### config.mk
export PLATFORM = sky130hd
export DESIGN_NAME = pll_reprog_seq
export DESIGN_NICKNAME = d
export VERILOG_FILES = /design/src/rtl/pllseq_pkg.sv /design/src/rtl/pllseq_timer.sv /design/src/rtl/pllseq_ctrl.sv /design/src/rtl/pll_reprog_seq.sv
export SDC_FILE = /design/constraint.sdc
export NUM_CORES = 1
export LEC_CHECK = 0
export BUFFER_PORTS_ARGS = -buffer_cell sky130_fd_sc_hd__buf_2
export CORE_MARGIN = 1
export CORE_UTILIZATION = 40
export CTS_CLUSTER_SIZE = 8
export DETAILED_ROUTE_END_ITERATION = 10
export PLACE_DENSITY_LB_ADDON = 0.2
export SYNTH_ARGS = -nofsm -noshare
export SYNTH_HDL_FRONTEND = slang
export SYNTH_SLANG_ARGS = --single-unit
### constraint.sdc
create_clock -name clk -period 2 [get_ports clk]
set_input_delay 0.3 -clock clk [delete_from_list [all_inputs] [get_ports clk]]
set_output_delay 0.3 -clock clk [all_outputs]
set_load 0.05 [all_outputs]
### src/rtl/pllseq_pkg.sv
package pllseq_pkg;

    localparam int M_W = 10;
    localparam int P_W = 6;
    localparam int S_W = 3;
    localparam int K_W = 16;

    typedef enum logic [3:0] {
        ST_IDLE   = 4'd0,
        ST_LIGHT  = 4'd1,
        ST_LSEL   = 4'd2,
        ST_RST    = 4'd3,
        ST_BYP    = 4'd4,
        ST_LOAD   = 4'd5,
        ST_SETTLE = 4'd6,
        ST_PUBYP  = 4'd7,
        ST_REL    = 4'd8,
        ST_WLOCK  = 4'd9,
        ST_EXIT   = 4'd10,
        ST_FIN    = 4'd11,
        ST_PDN    = 4'd12
    } seq_state_e;

    typedef struct packed {
        logic [M_W-1:0]        m;
        logic [P_W-1:0]        p;
        logic [S_W-1:0]        s;
        logic signed [K_W-1:0] k;
    } div_cfg_t;

    typedef struct packed {
        seq_state_e state;
        div_cfg_t   cur;
        div_cfg_t   nxt;
        logic       rstn;
        logic       bypass;
        logic       locksel;
        logic       busy;
        logic       done;
        logic       err;
    } seq_regs_t;

endpackage

### src/rtl/pllseq_timer.sv
module pllseq_timer #(
    parameter int W = 8
) (
    input  logic         clk,
    input  logic         rst_n,
    input  logic         load,
    input  logic [W-1:0] load_val,
    output logic         zero
);

    logic [W-1:0] cnt_d, cnt_q;

    always_comb begin
        cnt_d = cnt_q;
        if (load) begin
            cnt_d = load_val;
        end else if (cnt_q != '0) begin
            cnt_d = cnt_q - 1'b1;
        end
    end

    always_ff @(posedge clk or negedge rst_n) begin
        if (!rst_n) begin
            cnt_q <= '0;
        end else begin
            cnt_q <= cnt_d;
        end
    end

    assign zero = (cnt_q == '0);

endmodule

### src/rtl/pllseq_ctrl.sv
module pllseq_ctrl
    import pllseq_pkg::*;
#(
    parameter bit LOCKSEL_EN   = 1'b1,
    parameter int SETTLE_CYC   = 150,
    parameter int LOCK_TMO_CYC = 500000,
    parameter int CNT_W        = 19
) (
    input  logic             clk,
    input  logic             rst_n,
    input  logic             prog_req,
    input  div_cfg_t         prog_cfg,
    input  logic             up_req,
    input  logic             dn_req,
    input  logic             pll_lock,
    input  logic             tmr_zero,
    output logic             tmr_load,
    output logic [CNT_W-1:0] tmr_val,
    output seq_regs_t        st_q
);

    seq_regs_t d, q;

    always_comb begin
        d        = q;
        d.done   = 1'b0;
        tmr_load = 1'b0;
        tmr_val  = '0;
        unique case (q.state)
            ST_IDLE: begin
                if (prog_req) begin
                    d.nxt  = prog_cfg;
                    d.err  = 1'b0;
                    d.busy = 1'b1;
                    if (prog_cfg.m == q.cur.m && prog_cfg.p == q.cur.p) begin
                        d.state = ST_LIGHT;
                    end else begin
                        d.state = LOCKSEL_EN ? ST_LSEL : ST_RST;
                    end
                end else if (up_req) begin
                    d.err   = 1'b0;
                    d.busy  = 1'b1;
                    d.state = q.rstn ? ST_FIN : ST_PUBYP;
                end else if (dn_req) begin
                    d.err   = 1'b0;
                    d.busy  = 1'b1;
                    d.state = ST_PDN;
                end
            end
            ST_LIGHT: begin
                d.cur.s = q.nxt.s;
                d.cur.k = q.nxt.k;
                d.done  = 1'b1;
                d.busy  = 1'b0;
                d.state = ST_IDLE;
            end
            ST_LSEL: begin
                d.locksel = 1'b1;
                d.state   = ST_RST;
            end
            ST_RST: begin
                d.rstn  = 1'b0;
                d.state = ST_BYP;
            end
            ST_BYP: begin
                d.bypass = 1'b1;
                d.state  = ST_LOAD;
            end
            ST_LOAD: begin
                d.cur    = q.nxt;
                tmr_load = 1'b1;
                tmr_val  = CNT_W'(SETTLE_CYC - 1);
                d.state  = ST_SETTLE;
            end
            ST_SETTLE: begin
                if (tmr_zero) begin
                    d.state = ST_REL;
                end
            end
            ST_PUBYP: begin
                d.bypass = 1'b1;
                d.state  = ST_REL;
            end
            ST_REL: begin
                d.rstn   = 1'b1;
                tmr_load = 1'b1;
                tmr_val  = CNT_W'(LOCK_TMO_CYC - 1);
                d.state  = ST_WLOCK;
            end
            ST_WLOCK: begin
                if (pll_lock) begin
                    d.state = ST_EXIT;
                end else if (tmr_zero) begin
                    d.err   = 1'b1;
                    d.busy  = 1'b0;
                    d.state = ST_IDLE;
                end
            end
            ST_EXIT: begin
                d.bypass = 1'b0;
                d.done   = 1'b1;
                d.busy   = 1'b0;
                d.state  = ST_IDLE;
            end
            ST_FIN: begin
                d.done  = 1'b1;
                d.busy  = 1'b0;
                d.state = ST_IDLE;
            end
            ST_PDN: begin
                d.rstn  = 1'b0;
                d.done  = 1'b1;
                d.busy  = 1'b0;
                d.state = ST_IDLE;
            end
            default: begin
                d.busy  = 1'b0;
                d.state = ST_IDLE;
            end
        endcase
    end

    always_ff @(posedge clk or negedge rst_n) begin
        if (!rst_n) begin
            q <= '0;
        end else begin
            q <= d;
        end
    end

    assign st_q = q;

endmodule

### src/rtl/pll_reprog_seq.sv
module pll_reprog_seq
    import pllseq_pkg::*;
#(
    parameter bit LOCKSEL_EN   = 1'b1,
    parameter int SETTLE_CYC   = 150,
    parameter int LOCK_TMO_CYC = 500000
) (
    input  logic           clk,
    input  logic           rst_n,
    input  logic           prog_req,
    input  logic [M_W-1:0] prog_m,
    input  logic [P_W-1:0] prog_p,
    input  logic [S_W-1:0] prog_s,
    input  logic [K_W-1:0] prog_k,
    input  logic           pwr_up_req,
    input  logic           pwr_dn_req,
    input  logic           pll_lock,
    output logic           pll_rst_n,
    output logic           pll_bypass,
    output logic           pll_lock_sel,
    output logic [M_W-1:0] div_m,
    output logic [P_W-1:0] div_p,
    output logic [S_W-1:0] div_s,
    output logic [K_W-1:0] div_k,
    output logic           busy,
    output logic           done,
    output logic           err_timeout
);

    localparam int T_MAX = (SETTLE_CYC > LOCK_TMO_CYC) ? SETTLE_CYC : LOCK_TMO_CYC;
    localparam int CNT_W = $clog2(T_MAX + 1);

    div_cfg_t         req_cfg;
    seq_regs_t        st;
    logic             tmr_load;
    logic             tmr_zero;
    logic [CNT_W-1:0] tmr_val;

    assign req_cfg.m = prog_m;
    assign req_cfg.p = prog_p;
    assign req_cfg.s = prog_s;
    assign req_cfg.k = prog_k;

    pllseq_ctrl #(
        .LOCKSEL_EN  (LOCKSEL_EN),
        .SETTLE_CYC  (SETTLE_CYC),
        .LOCK_TMO_CYC(LOCK_TMO_CYC),
        .CNT_W       (CNT_W)
    ) u_ctrl (
        .clk     (clk),
        .rst_n   (rst_n),
        .prog_req(prog_req),
        .prog_cfg(req_cfg),
        .up_req  (pwr_up_req),
        .dn_req  (pwr_dn_req),
        .pll_lock(pll_lock),
        .tmr_zero(tmr_zero),
        .tmr_load(tmr_load),
        .tmr_val (tmr_val),
        .st_q    (st)
    );

    pllseq_timer #(
        .W(CNT_W)
    ) u_timer (
        .clk     (clk),
        .rst_n   (rst_n),
        .load    (tmr_load),
        .load_val(tmr_val),
        .zero    (tmr_zero)
    );

    assign pll_rst_n    = st.rstn;
    assign pll_bypass   = st.bypass;
    assign pll_lock_sel = st.locksel;
    assign div_m        = st.cur.m;
    assign div_p        = st.cur.p;
    assign div_s        = st.cur.s;
    assign div_k        = st.cur.k;
    assign busy         = st.busy;
    assign done         = st.done;
    assign err_timeout  = st.err;

endmodule

# [Word-level counts from Yosys, hierarchy flattened]
# Index checks and enable logic that the tools add are counted.
# W data, S select, Z words.
[word_totals] reg_bits=99 word_cells=83
[op_classes] n_addsub=1 n_eq_ne=19 muxes=28 bitwise_logic=1 n_reduce_logical=18
[ops] op="$mux W19" n=2
[ops] op="$pmux W19 S2" n=1
[ops] op="$pmux W4 S9" n=1
[ops] op="$mux W4" n=7
[ops] op="$eq A4 B4 Y1 const B" n=5
[ops] op="$logic_not A19 Y1" n=1
[ops] op="$reduce_bool A19 Y1" n=1
[ops] op="$sub A19 B1 Y19 const B" n=1
[ops] op="$eq A4 B3 Y1 const B" n=4
[ops] op="$mux W1" n=12
[ops] op="$eq A10 B10 Y1" n=1
[ops] op="$eq A4 B2 Y1 const B" n=2
[ops] op="$reduce_and A4 Y1" n=2
[ops] op="$reduce_bool A2 Y1" n=4
[ops] op="$reduce_or A2 Y1" n=4
[ops] op="$reduce_or A7 Y1" n=1
[ops] op="$eq A6 B6 Y1" n=1
[ops] op="$ne A2 B2 Y1 const B" n=3
[ops] op="$pmux W1 S2" n=3
[ops] op="$eq A4 B1 Y1 const B" n=1
[ops] op="$logic_not A4 Y1" n=1
[ops] op="$ne A4 B4 Y1 const B" n=1
[ops] op="$reduce_or A4 Y1" n=1
[ops] op="$ne A3 B3 Y1 const B" n=1
[ops] op="6 further kinds" n=6

# [Longest topological paths before layout]
[depth] word_depth=5 mapped_depth=7

# [Cells and area by module]
# Synthesis repeated with hierarchy kept, for this count alone.
[hier_totals] cells_unflattened=397 hier_area_um2=4834.6
[modules_own_cells] mod="pllseq_ctrl" n_inst=1 cells_per_inst=270 area_each_um2=3717.3 seq_area_each_um2=2001.9
[modules_own_cells] mod="pllseq_timer" n_inst=1 cells_per_inst=127 area_each_um2=1117.3 seq_area_each_um2=475.5

# [Worst setup path before layout]
# Ideal clock, no wire load.
[synth_timing] kind="reg2reg" from="register u_timer.cnt_q[0]" to="register u_ctrl.q (netlist bit u_ctrl.st_q[76])" arrival_time_ns=1.678 slack_ns=0.191 stages_incl_launch_ff=8 synth_period_minus_slack_ns=1.809 cell_sequence="dfrtp_1 > inv_1 > ha_1 > nor4b_2 > nand3_2 > or2_1 > nand2_1 > or3b_1"
[synth_between] elab_chain_cells=3 word_cells_on_any_way=4 classes_between="2 x eq/ne; 2 x reduce/logical"
[synth_lines] item="start: declaration" line_no="pllseq_timer.sv:11" text="logic [W-1:0] cnt_d, cnt_q;"
[synth_lines] item="start signal: assignment" line_no="pllseq_timer.sv:26" text="cnt_q <= cnt_d;"
[synth_lines] item="$logic_not A19 Y1 *" line_no="pllseq_timer.sv:30" text="assign zero = (cnt_q == '0);"
[synth_lines] item="$ne A3 B3 Y1 (no source line) or $ne A2 B2 Y1 (tied branches)"
[synth_lines] item="$reduce_and A3 Y1 (no source line) *"
[synth_lines] item="end signal: assignment" line_no="pllseq_ctrl.sv:125" text="q <= '0;"
[synth_lines] item="end signal: assignment" line_no="pllseq_ctrl.sv:127" text="q <= d;"
[synth_lines] item="end: declaration" line_no="pllseq_ctrl.sv:22" text="seq_regs_t d, q;"
# Every way passes the cells marked *; elsewhere a longest branch is shown, timed or not.
# A chain may end at the register's enable or synchronous reset.

# [Final worst setup path]
[layout_timing] from="register u_timer.cnt_q[1]" to="register u_ctrl.q (netlist bit u_ctrl.st_q[76])"
# The elaborated chain is that of the path after synthesis.

==> flow_metrics.env <==
export IMPL_first_iter_violations=117
export IMPL_slew_viol_final=0
export IMPL_yosys_warnings=0
export IMPL_worstSetupStartpointType="flip-flop"
export IMPL_overflow=0
export IMPL_cp_data_arrival_time_ns=2.13
export IMPL_synth_distinct_cells=46
export IMPL_grt_use_total_pct=16.7
export IMPL_grt_pass1_vias=3099
export IMPL_netlist_instances=422
export IMPL_final_antenna_net_count=0
export IMPL_hpwl_mm=6.60
export IMPL_yosys_top_cells_area="dfrtp_1 (53%), mux2_2 (13%), buf_4 (5.6%)"
export IMPL_row_count=39
export IMPL_crit_path_end_kind="flip-flop"
export IMPL_hold_viol_final=0
export IMPL_n_antenna_cell=0
export IMPL_total_power_mw=9.76
export IMPL_grt_pass1_wl_mm=15.3
export IMPL_skew_ns=0.00511
export IMPL_tritoncts="yes"
export IMPL_min_path_type="in2reg"
export IMPL_io_buffers=81
export IMPL_die_x_um=110
export IMPL_wl_per_cell_um=14.8
export IMPL_syn_area_mm2=0.00466
export IMPL_tightest_slew_ns=0.475
export IMPL_via_count=3203
export IMPL_io_pins=82
export IMPL_syn_avg_cell_area_um2=11.0
export IMPL_yosysTopAreaCell="dfrtp_1"
export IMPL_clockBufferDepth=2
export IMPL_clock_latency_ns=0.34
export IMPL_grt_start_max_net_pins=40
export IMPL_cts_htree_levels=3
export IMPL_ys_seq_area_share_pct=53.2
export IMPL_drc_errors=0
export IMPL_numCtsBuffers=9
export IMPL_die_h_um=110
export IMPL_synth_fp_nets=465
export IMPL_crit_type="reg2reg"
export IMPL_path_clk_slew_ns=0.07
export IMPL_post_route_util_pct=47.5
export IMPL_slew_headroom_pct=68.0
export IMPL_fillCellCount=1083
export IMPL_fin_crit_ns=1.91
export IMPL_drive_gt1_share_pct=36.2
export IMPL_timing_final_crit_share_pct=95.5
export IMPL_cp_max_fo=5
export IMPL_placed_cells_incl_taps=615
export IMPL_power_density_mw_per_mm2=1810
export IMPL_peakVddDrop_v=0.000746
export IMPL_via_per_inst=5.07
export IMPL_clock_sinks=99
export IMPL_synth_top_area_share_pct=53.2
export IMPL_ys_ff_latch=99
export IMPL_initial_core_util_pct=40.9
export IMPL_final_cells=632
export IMPL_fmax_mhz=523
export IMPL_layout_nets=527
export IMPL_synth_edff_count=0
export IMPL_synth_flop_cell="dfrtp_1"
export IMPL_root_buffer="clkbuf_16"
export IMPL_area_growth_pct=16.1
export IMPL_async_reset_ff_share_pct=100
export IMPL_antenna_found_initial=0
export IMPL_fin_hold_ws_ns=0.186
export IMPL_routed_wl_mm=9.37
export IMPL_die_area_mm2=0.0121
export IMPL_place_gp_congestion=0.855
export IMPL_drv_cap=0
export IMPL_outcome="finished, final reports clean"
export IMPL_core_area_mm2=0.0114
export IMPL_first_pass_iters=4
export IMPL_required_ns=2.22
export IMPL_setup_viol=0
export IMPL_cellLeakagePower_nw=2.54
-- per-stage QoR --
stage | setup TNS (ns) | worst slack [ns] | instance area, um2
floorplan | 0 | 0.191 | 4660
global placement | 0 | 0.131 | 5090
detailed placement | 0 | 0.0719 | 5090
CTS | 0 | 0.0583 | 5390
global route | -0.0407 | -0.0208 | 5410
finish | 0 | 0.0895 | 5410
-- synthesized netlist by cell type, drive strengths merged (2+ instances only) --
library cell  instances
xor2                 23
a31oi                 2
nor3                  9
xnor2                 7
dfrtp                99
inv                   5
o31ai                 3
a211oi                2
o21ai                16
nand3                 9
a21o                  2
nand2                69
nor4                  8
buf                  42
ha                    2
a21oi                12
clkbuf                6
and3                  2
or2                   2
mux2                 54
nor2b                 5
nand2b                2
nor2                 24
or4                   2
-- power breakdown --
| group | total, mW | switching (mW) | internal (mW) |
|---|---|---|---|
| registers | 3.66 | 0.690 | 2.97 |
| clock network | 1.71 | 0.738 | 0.975 |
| logic | 4.39 | 2.72 | 1.67 |
-- kinds of logic after synthesis --
logic type,after synthesis,synth area share [%]
DFF,99,53.2
AOI/OAI and AO/OA,44,5.64
buffers and inverters,53,7.28
muxes,54,13.1
xor gates and xnor gates,30,5.64
adders and majority gates,2,0.537
and+or+nand+nor,140,14.6
-- worst max-delay path: stages (launching register included) --
cell and delay [ns]:
dfrtp_1 0.41, inv_1 0.09, ha_1 0.15, nor4b_4 0.23, nand3_2 0.17, or2_1 0.31, nand2_1 0.09, or3b_1 0.34
-- layout by cell type, fill, tap and decap left out, types with 2 or more instances in the layout --
master / instances
a211oi_1: 2
a21o_1: 2
a21oi_1: 12
a31oi_1: 2
and3_1: 2
buf_12: 3
buf_2: 80
buf_4: 15
clkbuf_1: 2
clkbuf_16: 9
clkinvlp_4: 3
dfrtp_1: 99
ha_1: 2
inv_1: 5
mux2_2: 54
nand2_1: 68
nand2b_1: 2
nand3_1: 8
nor2_1: 21
nor2_2: 2
nor2b_1: 5
nor3_1: 9
nor4_1: 6
o21ai_0: 16
o31ai_1: 3
or4_1: 2
xnor2_1: 7
xor2_1: 23
-- registers in the layout, indices dropped and copies added (netlist names) --
name,cells
u_ctrl.st_q,80
u_timer.cnt_q,19
-- what timing repair did --
item	in CTS	in global routing
endpoints found under the setup margin	0	2
setup buffers	0	0
gates resized for setup	0	2
hold endpoints to repair	26	0
hold buffers	1	0
-- metal layers --
| metal | vias to the layer above | part of all wire (%) | track usage (%) | wire length [um] |
|---|---|---|---|---|
| li1 | 1524 | - | - | - |
| met1 | 1603 | 47 | 22.9 | 4440 |
| met2 | 64 | 46 | 25.5 | 4340 |
| met3 | 12 | 4.7 | 3.50 | 437 |
| met4 | 0 | 1.7 | 7.14 | 161 |
| met5 | - | 0 | 0 | 0 |
-- worst paths after layout --
path                                   from              end  slack, ns  cells past startpoint
max in group asynchronous             rst_n  u_ctrl.st_q[46]       0.99                      3
min                              prog_k[15]  u_ctrl.st_q[21]       0.19                      2
max                        u_timer.cnt_q[1]  u_ctrl.st_q[76]       0.09                      7
max reg2reg                u_timer.cnt_q[1]  u_ctrl.st_q[76]       0.09                      7
min in group asynchronous             rst_n  u_ctrl.st_q[51]       0.42                      2
min reg2reg                  u_ctrl.st_q[3]   u_ctrl.st_q[3]       0.46                      1
-- layout make-up --
type / count / area (um2) / area share [%]
multi-input combinational: 270 / 1850 / 34.3
inverter: 5 / 18.8 / 0.347
clock inverter: 5 / 61.3 / 1.13
clock buffer: 11 / 233 / 4.31
tap: 143 / 179 / 3.31
sequential: 99 / 2480 / 45.8
timing repair buffer: 99 / 583 / 10.8
Note: power is estimated with default switching activity, not from simulation.
